==> src/rtl/dw_div_pkg.sv <==
package dw_div_pkg;
  typedef enum logic {
    ST_IDLE = 1'b0,
    ST_RUN  = 1'b1
  } dw_state_e;
endpackage

==> src/rtl/dw_div_ovf.sv <==
module dw_div_ovf #(
  parameter int W = 64
) (
  input  logic [W-1:0] hi_i,
  input  logic [W-1:0] dsr_i,
  output logic         ovf_o
);
  // quotient fits in W bits only when hi < divisor (this also excludes divisor 0)
  assign ovf_o = (dsr_i == '0) || (hi_i >= dsr_i);
endmodule

==> src/rtl/dw_div_step.sv <==
module dw_div_step #(
  parameter int W = 64
) (
  input  logic [W-1:0] rem_i,
  input  logic [W-1:0] quo_i,
  input  logic [W-1:0] dsr_i,
  output logic [W-1:0] rem_o,
  output logic [W-1:0] quo_o
);
  logic [W:0]   trial;
  logic [W-1:0] diff;
  logic         ge;

  always_comb begin
    trial = {rem_i, quo_i[W-1]};
    ge    = trial >= {1'b0, dsr_i};
    // true difference is below the divisor, so W bits suffice
    diff  = trial[W-1:0] - dsr_i;
    rem_o = ge ? diff : trial[W-1:0];
    quo_o = {quo_i[W-2:0], ge};
  end
endmodule

==> src/rtl/dw_div_ctrl.sv <==
module dw_div_ctrl
  import dw_div_pkg::*;
#(
  parameter int W = 64
) (
  input  logic clk_i,
  input  logic rst_ni,
  input  logic start_i,
  input  logic ovf_i,
  output logic accept_o,
  output logic step_o,
  output logic last_o,
  output logic busy_o
);
  localparam int CW = $clog2(W);
  localparam logic [CW-1:0] LAST_CNT = CW'(W - 1);

  dw_state_e      state_q;
  logic [CW-1:0]  cnt_q;

  assign busy_o   = (state_q == ST_RUN);
  assign accept_o = start_i && (state_q == ST_IDLE);
  assign step_o   = busy_o;
  assign last_o   = busy_o && (cnt_q == LAST_CNT);

  always_ff @(posedge clk_i or negedge rst_ni) begin
    if (!rst_ni) begin
      state_q <= ST_IDLE;
      cnt_q   <= '0;
    end else begin
      case (state_q)
        ST_IDLE: if (accept_o && !ovf_i) begin
          state_q <= ST_RUN;
          cnt_q   <= '0;
        end
        ST_RUN: begin
          cnt_q <= cnt_q + 1'b1;
          if (last_o) state_q <= ST_IDLE;
        end
        default: state_q <= ST_IDLE;
      endcase
    end
  end
endmodule

==> src/rtl/dw_div.sv <==
module dw_div #(
  parameter int W = 64
) (
  input  logic         clk_i,
  input  logic         rst_ni,
  input  logic         start_i,
  input  logic [W-1:0] lo_i,
  input  logic [W-1:0] hi_i,
  input  logic [W-1:0] dsr_i,
  output logic         busy_o,
  output logic         done_o,
  output logic [W-1:0] quo_o,
  output logic [W-1:0] rem_o,
  output logic         ovf_o
);
  logic         ovf;
  logic         accept, step, last;
  logic [W-1:0] rem_q, quo_q, dsr_q;
  logic [W-1:0] rem_nx, quo_nx;
  logic         ovf_q, done_q;

  dw_div_ovf #(.W(W)) u_ovf (
    .hi_i  (hi_i),
    .dsr_i (dsr_i),
    .ovf_o (ovf)
  );

  dw_div_ctrl #(.W(W)) u_ctrl (
    .clk_i    (clk_i),
    .rst_ni   (rst_ni),
    .start_i  (start_i),
    .ovf_i    (ovf),
    .accept_o (accept),
    .step_o   (step),
    .last_o   (last),
    .busy_o   (busy_o)
  );

  dw_div_step #(.W(W)) u_step (
    .rem_i (rem_q),
    .quo_i (quo_q),
    .dsr_i (dsr_q),
    .rem_o (rem_nx),
    .quo_o (quo_nx)
  );

  always_ff @(posedge clk_i or negedge rst_ni) begin
    if (!rst_ni) begin
      rem_q  <= '0;
      quo_q  <= '0;
      dsr_q  <= '0;
      ovf_q  <= 1'b0;
      done_q <= 1'b0;
    end else begin
      done_q <= 1'b0;
      if (accept) begin
        if (ovf) begin
          quo_q  <= '1;
          rem_q  <= '0;
          ovf_q  <= 1'b1;
          done_q <= 1'b1;
        end else begin
          rem_q <= hi_i;
          quo_q <= lo_i;
          dsr_q <= dsr_i;
          ovf_q <= 1'b0;
        end
      end else if (step) begin
        rem_q <= rem_nx;
        quo_q <= quo_nx;
        if (last) done_q <= 1'b1;
      end
    end
  end

  assign done_o = done_q;
  assign quo_o  = quo_q;
  assign rem_o  = rem_q;
  assign ovf_o  = ovf_q;
endmodule

==> config.mk <==
export PLATFORM = sky130hd
export DESIGN_NAME = dw_div
export DESIGN_NICKNAME = d
export VERILOG_FILES = /design/src/rtl/dw_div_pkg.sv /design/src/rtl/dw_div_ovf.sv /design/src/rtl/dw_div_step.sv /design/src/rtl/dw_div_ctrl.sv /design/src/rtl/dw_div.sv
export SDC_FILE = /design/constraint.sdc
export NUM_CORES = 1
export LEC_CHECK = 0
export BUFFER_PORTS_ARGS = -buffer_cell sky130_fd_sc_hd__buf_2
export CAP_MARGIN = 20
export CORE_UTILIZATION = 40
export CTS_CLUSTER_DIAMETER = 120
export DETAILED_ROUTE_END_ITERATION = 10
export GPL_ROUTABILITY_DRIVEN = 0
export PLACE_DENSITY_LB_ADDON = 0.3
export RECOVER_POWER = 50
export SLEW_MARGIN = 20
export SYNTH_ARGS = -nofsm -noshare
export SYNTH_HDL_FRONTEND = slang
export SYNTH_SLANG_ARGS = --single-unit
export TNS_END_PERCENT = 50
==> constraint.sdc <==
create_clock -name clk_i -period 4 [get_ports clk_i]
set_input_delay 0.2 -clock clk_i [delete_from_list [all_inputs] [get_ports clk_i]]
set_output_delay 0.2 -clock clk_i [all_outputs]
set_load 0.01 [all_outputs]
==> flow_metrics.env, run 1 <==
export IMPL_cp_start_kind="primary input"
export IMPL_fillers=3664
export IMPL_cts_max_level=1
export IMPL_grt_max_degree=130
export IMPL_rows=70
export IMPL_start_util_pct=40.86
export IMPL_cts_hold_buf=81
export IMPL_reg2reg_slack_ns=0.36
export IMPL_grt_pass1_vias=15120
export IMPL_crit_type="primary input to register"
export IMPL_critPathMaxFanout=23
export IMPL_arrival_ns=4.12
export IMPL_dp_hpwl_mm=39.88
export IMPL_layout_commonest_cell="nand2_1"
export IMPL_root_buffer="clkbuf_16"
export IMPL_synthArstFlopShare_pct=100.0
export IMPL_relSlewSlack_pct=-75.76
export IMPL_max_cap_viol_count=1
export IMPL_tns_ns=0
export IMPL_grt_setup_unrepaired="false"
export IMPL_io_pins=326
export IMPL_vias_per_cell=5.623
export IMPL_synth_seq_cells=201
export IMPL_pwr_share_clk_pct=12.2
export IMPL_fin_crit_ns=3.746
export IMPL_core_um2=36870
export IMPL_clock_sinks=201
export IMPL_vdd_drop_max_mv=0.3922
export IMPL_post_cts_buffers=0
export IMPL_synth_cell_types=72
export IMPL_min_path_cells=3
export IMPL_p_switching_w=0.009159
export IMPL_drc=0
export IMPL_setup_violations=0
export IMPL_numCtsBuffers=25
export IMPL_reg2reg_from="rem_o[25]"
export IMPL_grt_total_usage_pct=27.27
export IMPL_worstMarginPinSlew_ns=2.636
export IMPL_cts_resized=0
export IMPL_die_area_um2=38450
export IMPL_rr_worst_depth=11
export IMPL_overflow=0
export IMPL_routedWlPerCell_um=19.04
export IMPL_reg2reg_to="rem_o[55]"
export IMPL_status="complete, but fails checks"
export IMPL_yosysTopAreaCell="dfrtp_1"
export IMPL_wl_mm=53.28
export IMPL_pwr_share_comb_pct=65.9
export IMPL_cts_path_max_buffers=3
export IMPL_clk_pin_slew_ns=0.06
export IMPL_hold_viol=0
export IMPL_timing_fmax_mhz=266.9
export IMPL_drtAntennaViolNets=0
export IMPL_violations="capacitance limit, slew limit"
export IMPL_drive_above_1_share_pct=12.25
export IMPL_vias=15740
export IMPL_clock_skew_ns=0.01584
export IMPL_synth_ff_type="dfrtp_1"
export IMPL_syn_area_um2=15070
export IMPL_yosys_warnings=0
export IMPL_syn_inst=1941
export IMPL_synth_seq_area_share_pct=33.38
export IMPL_hold_path_class="primary input to register"
export IMPL_worst_endpoint_required_ns=4.38
export IMPL_synth_top_area_share_pct=33.38
export IMPL_swShare_pct=49.74
export IMPL_dieWidth_um=196.1
export IMPL_first_pass_iters=8
export IMPL_internal_power_w=0.009253
export IMPL_startpoint="dsr_i[13]"
export IMPL_insertion_delay_ns=0.54
export IMPL_seqPwrFrac_pct=21.9
export IMPL_dp_cells=2675
export IMPL_power_density_nw_per_um2=993.7
export IMPL_synthTopCellsByArea="dfrtp_1 33%, ha_1 11%, o21ai_0 7.8%, nand2_1 7.7%, a21oi_1 5.0%"
export IMPL_timing_final_crit_share_pct=93.65
export IMPL_instances_no_fill=2799
export IMPL_p_leak_nw=8.479
export IMPL_cts_tree="built"
export IMPL_grt_pass1_wl_mm=83.26
export IMPL_drtIter0Drc=1468
export IMPL_antenna_found_initial=2
export IMPL_synth_edff_count=0
export IMPL_total_power_w=0.01841
export IMPL_worst_setup_path_end_kind="register"
export IMPL_synth_nets=2266
export IMPL_io_buffers=325
export IMPL_fin_nets=2605
export IMPL_slew_viol_final=96
export IMPL_die_h_um=196.1
export IMPL_synthToLayoutAreaGrowth_pct=22.98
export IMPL_crit_end="quo_o[0]"
export IMPL_mostFrequentLayoutCells="311 x nand2_1, 235 x o21ai_0, 200 x dfrtp_1"
export IMPL_syn_area_per_cell_um2=7.762
-- cell families after synthesis --
family,Yosys count,synth area share (%)
flip-flops,201,33.38
AND/OR/NAND/NOR,636,18.69
adder cells (fa/ha/maj),130,10.85
XOR/XNOR,60,3.488
AO/OA/AOI/OAI,631,25.59
buffers and inverters,275,7.465
multiplexers,8,0.5398
-- power by group through the flow --
stage | combinational [W] | clock, W | sequential (W)
final | 0.0121 | 0.00224 | 0.00403
after floorplan | 0.00842 | 0 | 0.00408
after CTS | 0.0121 | 0.00228 | 0.00400
after detailed placement | 0.0120 | 0 | 0.00402
after global placement | 0.0118 | 0 | 0.00398
after global routing | 0.0133 | 0.00237 | 0.00418
-- through the flow --
step	instance area, µm²	setup slack, ns	util, %	hold slack [ns]
2_1_floorplan	15070	0.9571	-	-0.09559
3_3_place_gp	17080	0.3991	46.32	0.3398
3_5_place_dp	17080	0.2934	46.32	0.3436
4_1_cts	18680	0.3231	50.65	0.001793
5_1_grt	18530	0.03231	50.25	0.01931
6_report	18530	0.2539	50.25	0.009579
-- worst min-delay path by stage --
stage	from	to
floorplan	rst_ni	done_o
global placement	rst_ni	quo_o[15]
detailed placement	rst_ni	quo_o[22]
CTS	hi_i[53]	rem_o[53]
global route	hi_i[36]	rem_o[36]
finish	hi_i[49]	rem_o[49]
-- layout make-up --
| class | instances | area (µm²) | share of cell area [%] |
|---|---|---|---|
| clock inverter | 4 | 77.57 | 0.4187 |
| antenna | 2 | 5.005 | 0.02701 |
| multi-input combinational | 1465 | 8935 | 48.22 |
| sequential | 201 | 5034 | 27.17 |
| tap | 504 | 630.6 | 3.403 |
| inverter | 152 | 570.5 | 3.079 |
| timing repair buffer | 435 | 2570 | 13.87 |
| clock buffer | 36 | 706.9 | 3.815 |
-- critical path, stage by stage --
cell	delay, ns
dlygate4sd3_1	0.52
buf_2	0.12
inv_1	0.04
ha_1	0.28
a21o_1	0.18
a211o_1	0.30
or4_1	0.56
a21oi_1	0.24
o2111ai_1	0.26
a41o_2	0.40
inv_2	0.42
nand2_1	0.26
o22ai_1	0.24
a21oi_1	0.09
-- cell usage after synthesis (7+ instances only) --
| master | count |
|---|---|
| nand2_1 | 311 |
| o21ai_0 | 235 |
| dfrtp_1 | 201 |
| nor2_1 | 157 |
| a21oi_1 | 151 |
| inv_1 | 150 |
| ha_1 | 129 |
| clkbuf_1 | 68 |
| nand4_1 | 44 |
| o21ai_1 | 34 |
| buf_2 | 32 |
| xnor2_1 | 31 |
| xor2_1 | 29 |
| a21o_1 | 28 |
| nor2b_1 | 25 |
| nor4_1 | 23 |
| a311oi_1 | 21 |
| a222oi_1 | 20 |
| nor3_1 | 20 |
| a221oi_1 | 19 |
| o21bai_1 | 19 |
| o21a_1 | 18 |
| nand3_1 | 15 |
| buf_1 | 12 |
| a211oi_1 | 11 |
| o211ai_1 | 11 |
| a31oi_1 | 8 |
| and3_1 | 8 |
| and4_1 | 8 |
| buf_4 | 8 |
| mux2i_1 | 7 |
-- per-layer routing --
| metal | up-vias | track usage (%) | part of all wire, % |
|---|---|---|---|
| met5 | - | 0 | 0 |
| met2 | 647 | 44.55 | 46 |
| met3 | 91 | 4.470 | 7.9 |
| li1 | 7538 | - | - |
| met1 | 7462 | 37.04 | 43 |
| met4 | 0 | 7.899 | 2.6 |
-- flip-flops by register name, indices dropped and copies added, names as in the netlist --
register and flops:
ovf_o 1, done_o 1, quo_o 64, u_ctrl.cnt_q 6, rem_o 64, u_ctrl.busy_o 1
dsr_q 64
No activity file was read; power rests on OpenSTA's default activity.
==> run 2, diff against run 1 <==
--- a/config.mk
+++ b/config.mk
@@ -11,6 +11,7 @@
 export CTS_CLUSTER_DIAMETER = 120
 export DETAILED_ROUTE_END_ITERATION = 10
 export GPL_ROUTABILITY_DRIVEN = 0
+export GPL_TIMING_DRIVEN = 0
 export PLACE_DENSITY_LB_ADDON = 0.3
 export RECOVER_POWER = 50
 export SLEW_MARGIN = 20
==> flow_metrics.env, run 2 (synthesis gave the netlist of run 1 again) <==
export IMPL_critPathMaxFanout=10
export IMPL_io_pins=326
export IMPL_total_power_w=0.01905
export IMPL_rows=70
export IMPL_dp_hpwl_mm=45.84
export IMPL_dieWidth_um=196.1
export IMPL_reg2reg_from="rem_o[26]"
export IMPL_crit_type="register to register"
export IMPL_reg2reg_to="rem_o[55]"
export IMPL_rr_worst_depth=11
export IMPL_root_buffer="clkbuf_16"
export IMPL_cp_start_kind="register"
export IMPL_start_util_pct=40.86
export IMPL_insertion_delay_ns=0.57
export IMPL_numCtsBuffers=26
export IMPL_worst_setup_path_end_kind="register"
export IMPL_drtIter0Drc=1824
export IMPL_drtAntennaViolNets=0
export IMPL_placed_area_um2=17380
export IMPL_whs_ns=-0.005175
export IMPL_clock_skew_ns=0.01650
export IMPL_slew_viol_final=64
export IMPL_instances_no_fill=2923
export IMPL_vias_per_cell=5.736
export IMPL_grt_setup_unrepaired="false"
export IMPL_crit_chain="ha_1 -> clkbuf_1 -> nand4_1 -> or4_1 -> nor4_1 -> a211oi_1 -> o211ai_1 -> nor3_2 -> buf_2 -> a221oi_1 -> a21oi_1"
export IMPL_dp_cells=2771
export IMPL_synthToLayoutAreaGrowth_pct=27.31
export IMPL_fin_crit_ns=3.874
export IMPL_min_to="rem_o[48]"
export IMPL_max_cap_viol_count=1
export IMPL_fin_area_um2=19180
export IMPL_p_leak_nw=8.953
export IMPL_drive_above_1_share_pct=15.49
export IMPL_grt_pass1_wl_mm=91.31
export IMPL_critPathSlowestCell="or4_1"
export IMPL_relSlewSlack_pct=-104.6
export IMPL_clk_pin_slew_ns=0.06
export IMPL_vias=16770
export IMPL_die_area_um2=38450
export IMPL_grt_max_degree=82
export IMPL_critPathMaxStageDelay_ns=0.54
export IMPL_reg2reg_slack_ns=0.13
export IMPL_timing_fmax_mhz=258.1
export IMPL_routedWlPerCell_um=20.42
export IMPL_mostFrequentLayoutCells="311 x nand2_1, 290 x buf_2, 235 x o21ai_0"
export IMPL_drc=0
export IMPL_cts_max_level=1
export IMPL_fin_nets=2720
export IMPL_clock_sinks=201
export IMPL_vdd_drop_max_mv=0.5403
export IMPL_cts_tree="built"
export IMPL_worstMarginPinSlew_ns=3.069
export IMPL_grt_total_usage_pct=30.38
export IMPL_violations="hold timing, capacitance limit, slew limit"
export IMPL_status="complete, but fails checks"
export IMPL_pre_cts_ws_ns=-0.1611
export IMPL_min_from="hi_i[48]"
export IMPL_setup_ws_ns=0.1261
export IMPL_min_path_cells=3
export IMPL_core_um2=36870
export IMPL_die_h_um=196.1
export IMPL_wl_mm=59.69
export IMPL_worst_endpoint_required_ns=4.43
export IMPL_grt_pass1_vias=16180
export IMPL_io_buffers=324
export IMPL_overflow=0
export IMPL_antenna_found_initial=5
export IMPL_cts_path_max_buffers=3
export IMPL_power_density_nw_per_um2=993.3
export IMPL_hold_viol=1
export IMPL_hold_path_class="primary input to register"
export IMPL_arrival_ns=4.30
export IMPL_timing_final_crit_share_pct=96.85
export IMPL_layout_commonest_cell="nand2_1"
export IMPL_first_pass_iters=6
export IMPL_setup_violations=0
[run 2: final cells by class]
cell class	count	area, µm²
buffer	123	556.8
inverter	152	570.5
clock buffer	35	734.5
tap	504	630.6
fill	3616	17690
multi-input combinational	1465	8930
clock inverter	13	137.6
sequential	201	5030
timing repair buffer	426	2582
antenna	4	10.01
[run 2: metrics by stage]
stage          utilization, %  TNS, ns
5_1_grt                 52.02        0
6_report                52.02        0
2_1_floorplan               -        0
3_5_place_dp            47.15   -5.435
3_3_place_gp            46.97  -171.88
4_1_cts                 52.17        0
[run 2: worst max-delay path by stage]
stage	from	end	slack, ns	cells after the start
finish	rem_o[26]	rem_o[55]	0.13	11
global route	rem_o[22]	rem_o[55]	0.01	12
CTS	dsr_i[13]	dsr_q[57]	0.02	16
detailed placement	dsr_i[37]	quo_o[11]	-0.16	13
global placement	rst_ni	dsr_q[29]	-0.84	1
floorplan	rem_o[57]	rem_o[22]	0.96	10
[run 2: routing by layer]
metal,global-route usage (%),vias to the layer above,wire (µm)
li1,-,7760,-
met2,48.82,828,27240
met3,4.951,125,5362
met1,41.42,8052,25290
met5,0,-,0
met4,10.24,0,1789
[run 2: worst max-delay path, delay by kind of cell (launching register included)]
family          cells  cell delay, ns
buf+inv             2            0.68
compound gates      4            1.06
flops               1            0.42
fa+ha+maj           1            0.29
simple gates        4            1.26
[run 2: repair_timing]
| action | in CTS | in global routing |
|---|---|---|
| endpoints found under the hold margin | 159 | 0 |
| hold buffers | 98 | 0 |
| setup endpoints to repair | 0 | 143 |
| gates resized for setup | 0 | 8 |
| buffers inserted | 0 | 2 |
[run 2: power breakdown]
group	internal, W	switching, W
Clock	0.00142	0.000988
Sequential	0.00314	0.000910
Combinational	0.00487	0.00771
Total	0.00944	0.00961
==> run 3, diff against run 2 <==
--- a/config.mk
+++ b/config.mk
@@ -7,6 +7,7 @@
 export LEC_CHECK = 0
 export BUFFER_PORTS_ARGS = -buffer_cell sky130_fd_sc_hd__buf_2
 export CAP_MARGIN = 20
+export CORE_MARGIN = 2
 export CORE_UTILIZATION = 40
 export CTS_CLUSTER_DIAMETER = 120
 export DETAILED_ROUTE_END_ITERATION = 10
@@ -14,6 +15,7 @@
 export GPL_TIMING_DRIVEN = 0
 export PLACE_DENSITY_LB_ADDON = 0.3
 export RECOVER_POWER = 50
+export SETUP_SLACK_MARGIN = 0.4
 export SLEW_MARGIN = 20
 export SYNTH_ARGS = -nofsm -noshare
 export SYNTH_HDL_FRONTEND = slang
==> flow_metrics.env, run 3 (synthesis gave the netlist of run 1 again) <==
export IMPL_status="complete, but fails checks"
export IMPL_violations="capacitance limit, slew limit"
export IMPL_die_area_um2=39240
export IMPL_antenna_found_initial=8
export IMPL_placed_area_um2=17390
export IMPL_hold_viol=0
export IMPL_critPathMaxStageDelay_ns=0.57
export IMPL_worst_endpoint_required_ns=4.38
export IMPL_arrival_ns=3.84
export IMPL_worst_setup_path_end_kind="register"
export IMPL_crit_buf_inv=3
export IMPL_drc=0
export IMPL_grt_pass1_vias=16100
export IMPL_critPathSlowestCell="or4_1"
export IMPL_fin_area_um2=19230
export IMPL_vdd_drop_max_mv=0.4654
export IMPL_clk_pin_slew_ns=0.06
export IMPL_io_pins=326
export IMPL_timing_final_crit_share_pct=86.72
export IMPL_grt_setup_unrepaired="true"
export IMPL_root_buffer="clkbuf_16"
export IMPL_crit_type="register to register"
export IMPL_fin_nets=2712
export IMPL_clock_skew_ns=0.02188
export IMPL_timing_fmax_mhz=288.3
export IMPL_vias=16770
export IMPL_start_util_pct=40.29
export IMPL_grt_max_degree=77
export IMPL_routedWlPerCell_um=20.53
export IMPL_cp_start_kind="register"
export IMPL_fin_crit_ns=3.469
export IMPL_worstMarginPinSlew_ns=3.051
export IMPL_hold_path_class="primary input to register"
export IMPL_vias_per_cell=5.734
export IMPL_startpoint="rem_o[56]"
export IMPL_cts_tree="built"
export IMPL_rows=71
export IMPL_drtAntennaViolNets=0
export IMPL_grt_total_usage_pct=29.91
export IMPL_drive_above_1_share_pct=16.87
export IMPL_core_um2=37400
export IMPL_fillers=3672
export IMPL_min_from="hi_i[53]"
export IMPL_p_leak_nw=8.997
export IMPL_critPathMaxFanout=10
export IMPL_insertion_delay_ns=0.55
export IMPL_layout_commonest_cell="nand2_1"
export IMPL_relSlewSlack_pct=-103.4
export IMPL_crit_chain="ha_1 -> inv_2 -> or4_1 -> or4b_1 -> a21oi_2 -> or2_4 -> buf_6 -> clkbuf_4 -> nand2_1 -> o21ai_0 -> a21oi_1"
export IMPL_grt_pass1_wl_mm=91.34
export IMPL_wl_mm=60.04
export IMPL_cts_max_level=1
export IMPL_post_route_util_pct=51.41
export IMPL_critical_path_top_delay_family="simple AND/OR/NAND/NOR gates"
export IMPL_power_density_nw_per_um2=993.0
export IMPL_overflow=0
export IMPL_mostFrequentLayoutCells="311 x nand2_1, 288 x buf_2, 233 x o21ai_0"
export IMPL_dieWidth_um=198.1
export IMPL_setup_violations=0
export IMPL_drtIter0Drc=1517
export IMPL_setup_ws_ns=0.5313
export IMPL_dp_hpwl_mm=46.33
export IMPL_io_buffers=324
export IMPL_die_h_um=198.1
export IMPL_numCtsBuffers=25
export IMPL_pre_cts_ws_ns=-0.2330
export IMPL_slew_viol_final=61
export IMPL_max_cap_viol_count=1
export IMPL_synthToLayoutAreaGrowth_pct=27.62
export IMPL_cts_path_max_buffers=3
export IMPL_clock_sinks=201
export IMPL_first_pass_iters=6
export IMPL_reg2reg_from="rem_o[56]"
-- run 3: cell count changes in the layout (fill, tap and decap cells not counted), sizes merged --
cell	previous run	this run
buf	317	319
bufinv	2	1
clkbuf	168	172
dlygate4sd3	98	86
clkinvlp	0	2
clkinv	10	6
diode	4	7
-- run 3: path summary, 6_finish.rpt --
kind,endpoint,slack (ns),cells past startpoint
max,rem_o[20],0.53,11
max reg2reg,rem_o[20],0.53,11
max in group asynchronous,rem_o[54],0.92,2
min reg2reg,dsr_q[0],0.50,2
min in group asynchronous,dsr_q[26],1.31,2
min,rem_o[53],0.01,3
-- run 3: timing repair --
item	CTS	global route
endpoints found under the setup margin	83	191
resized for setup	10	54
hold buffers	86	0
setup buffers	2	5
cloned	0	0
pin swaps	1	7
hold endpoints to repair	145	0
-- run 3: layout make-up --
class | count | area (µm²) | share of cell area [%]
multi-input cells | 1465 | 9065 | 47.14
flip-flops and latches | 201 | 5030 | 26.16
repair buffers | 419 | 2516 | 13.09
clock buffers | 36 | 706.9 | 3.676
well taps | 511 | 639.4 | 3.325
plain buffers | 123 | 584.3 | 3.039
inverters | 152 | 570.5 | 2.967
clock inverters | 10 | 98.84 | 0.5141
diodes | 7 | 17.52 | 0.09110
-- run 3: stage by stage --
step | TNS [ns] | cells | power (W) | hold slack (ns)
6_report | 0 | 2924 | 0.01909 | 0.01009
4_1_cts | 0 | 2912 | 0.01867 | 0.0004111
3_3_place_gp | -193.91 | 2776 | 0.01599 | 0.4461
2_1_floorplan | 0 | 1941 | 0.01250 | -0.09559
5_1_grt | 0 | 2924 | 0.02055 | 0.01640
3_5_place_dp | -14.67 | 2778 | 0.01620 | 0.1825
-- run 3: power breakdown --
part / switching, W / internal (W)
registers: 0.000908 / 0.00314
logic: 0.00779 / 0.00500
clock network: 0.000954 / 0.00130
-- run 3: routing by layer --
layer / vias to the layer above / routed length (µm) / GRT usage [%]
met5: - / 13 / 0
met4: 2 / 2399 / 11.45
met3: 153 / 5302 / 5.587
met2: 785 / 26960 / 47.54
met1: 8062 / 25370 / 40.37
li1: 7763 / - / -
-- run 3: worst reg2reg max path: stages, from the launching register on --
cell,delay [ns]
dfrtp_1,0.48
ha_1,0.42
inv_2,0.10
or4_1,0.57
or4b_1,0.55
a21oi_2,0.27
or2_4,0.21
buf_6,0.18
clkbuf_4,0.25
nand2_1,0.08
o21ai_0,0.09
a21oi_1,0.10
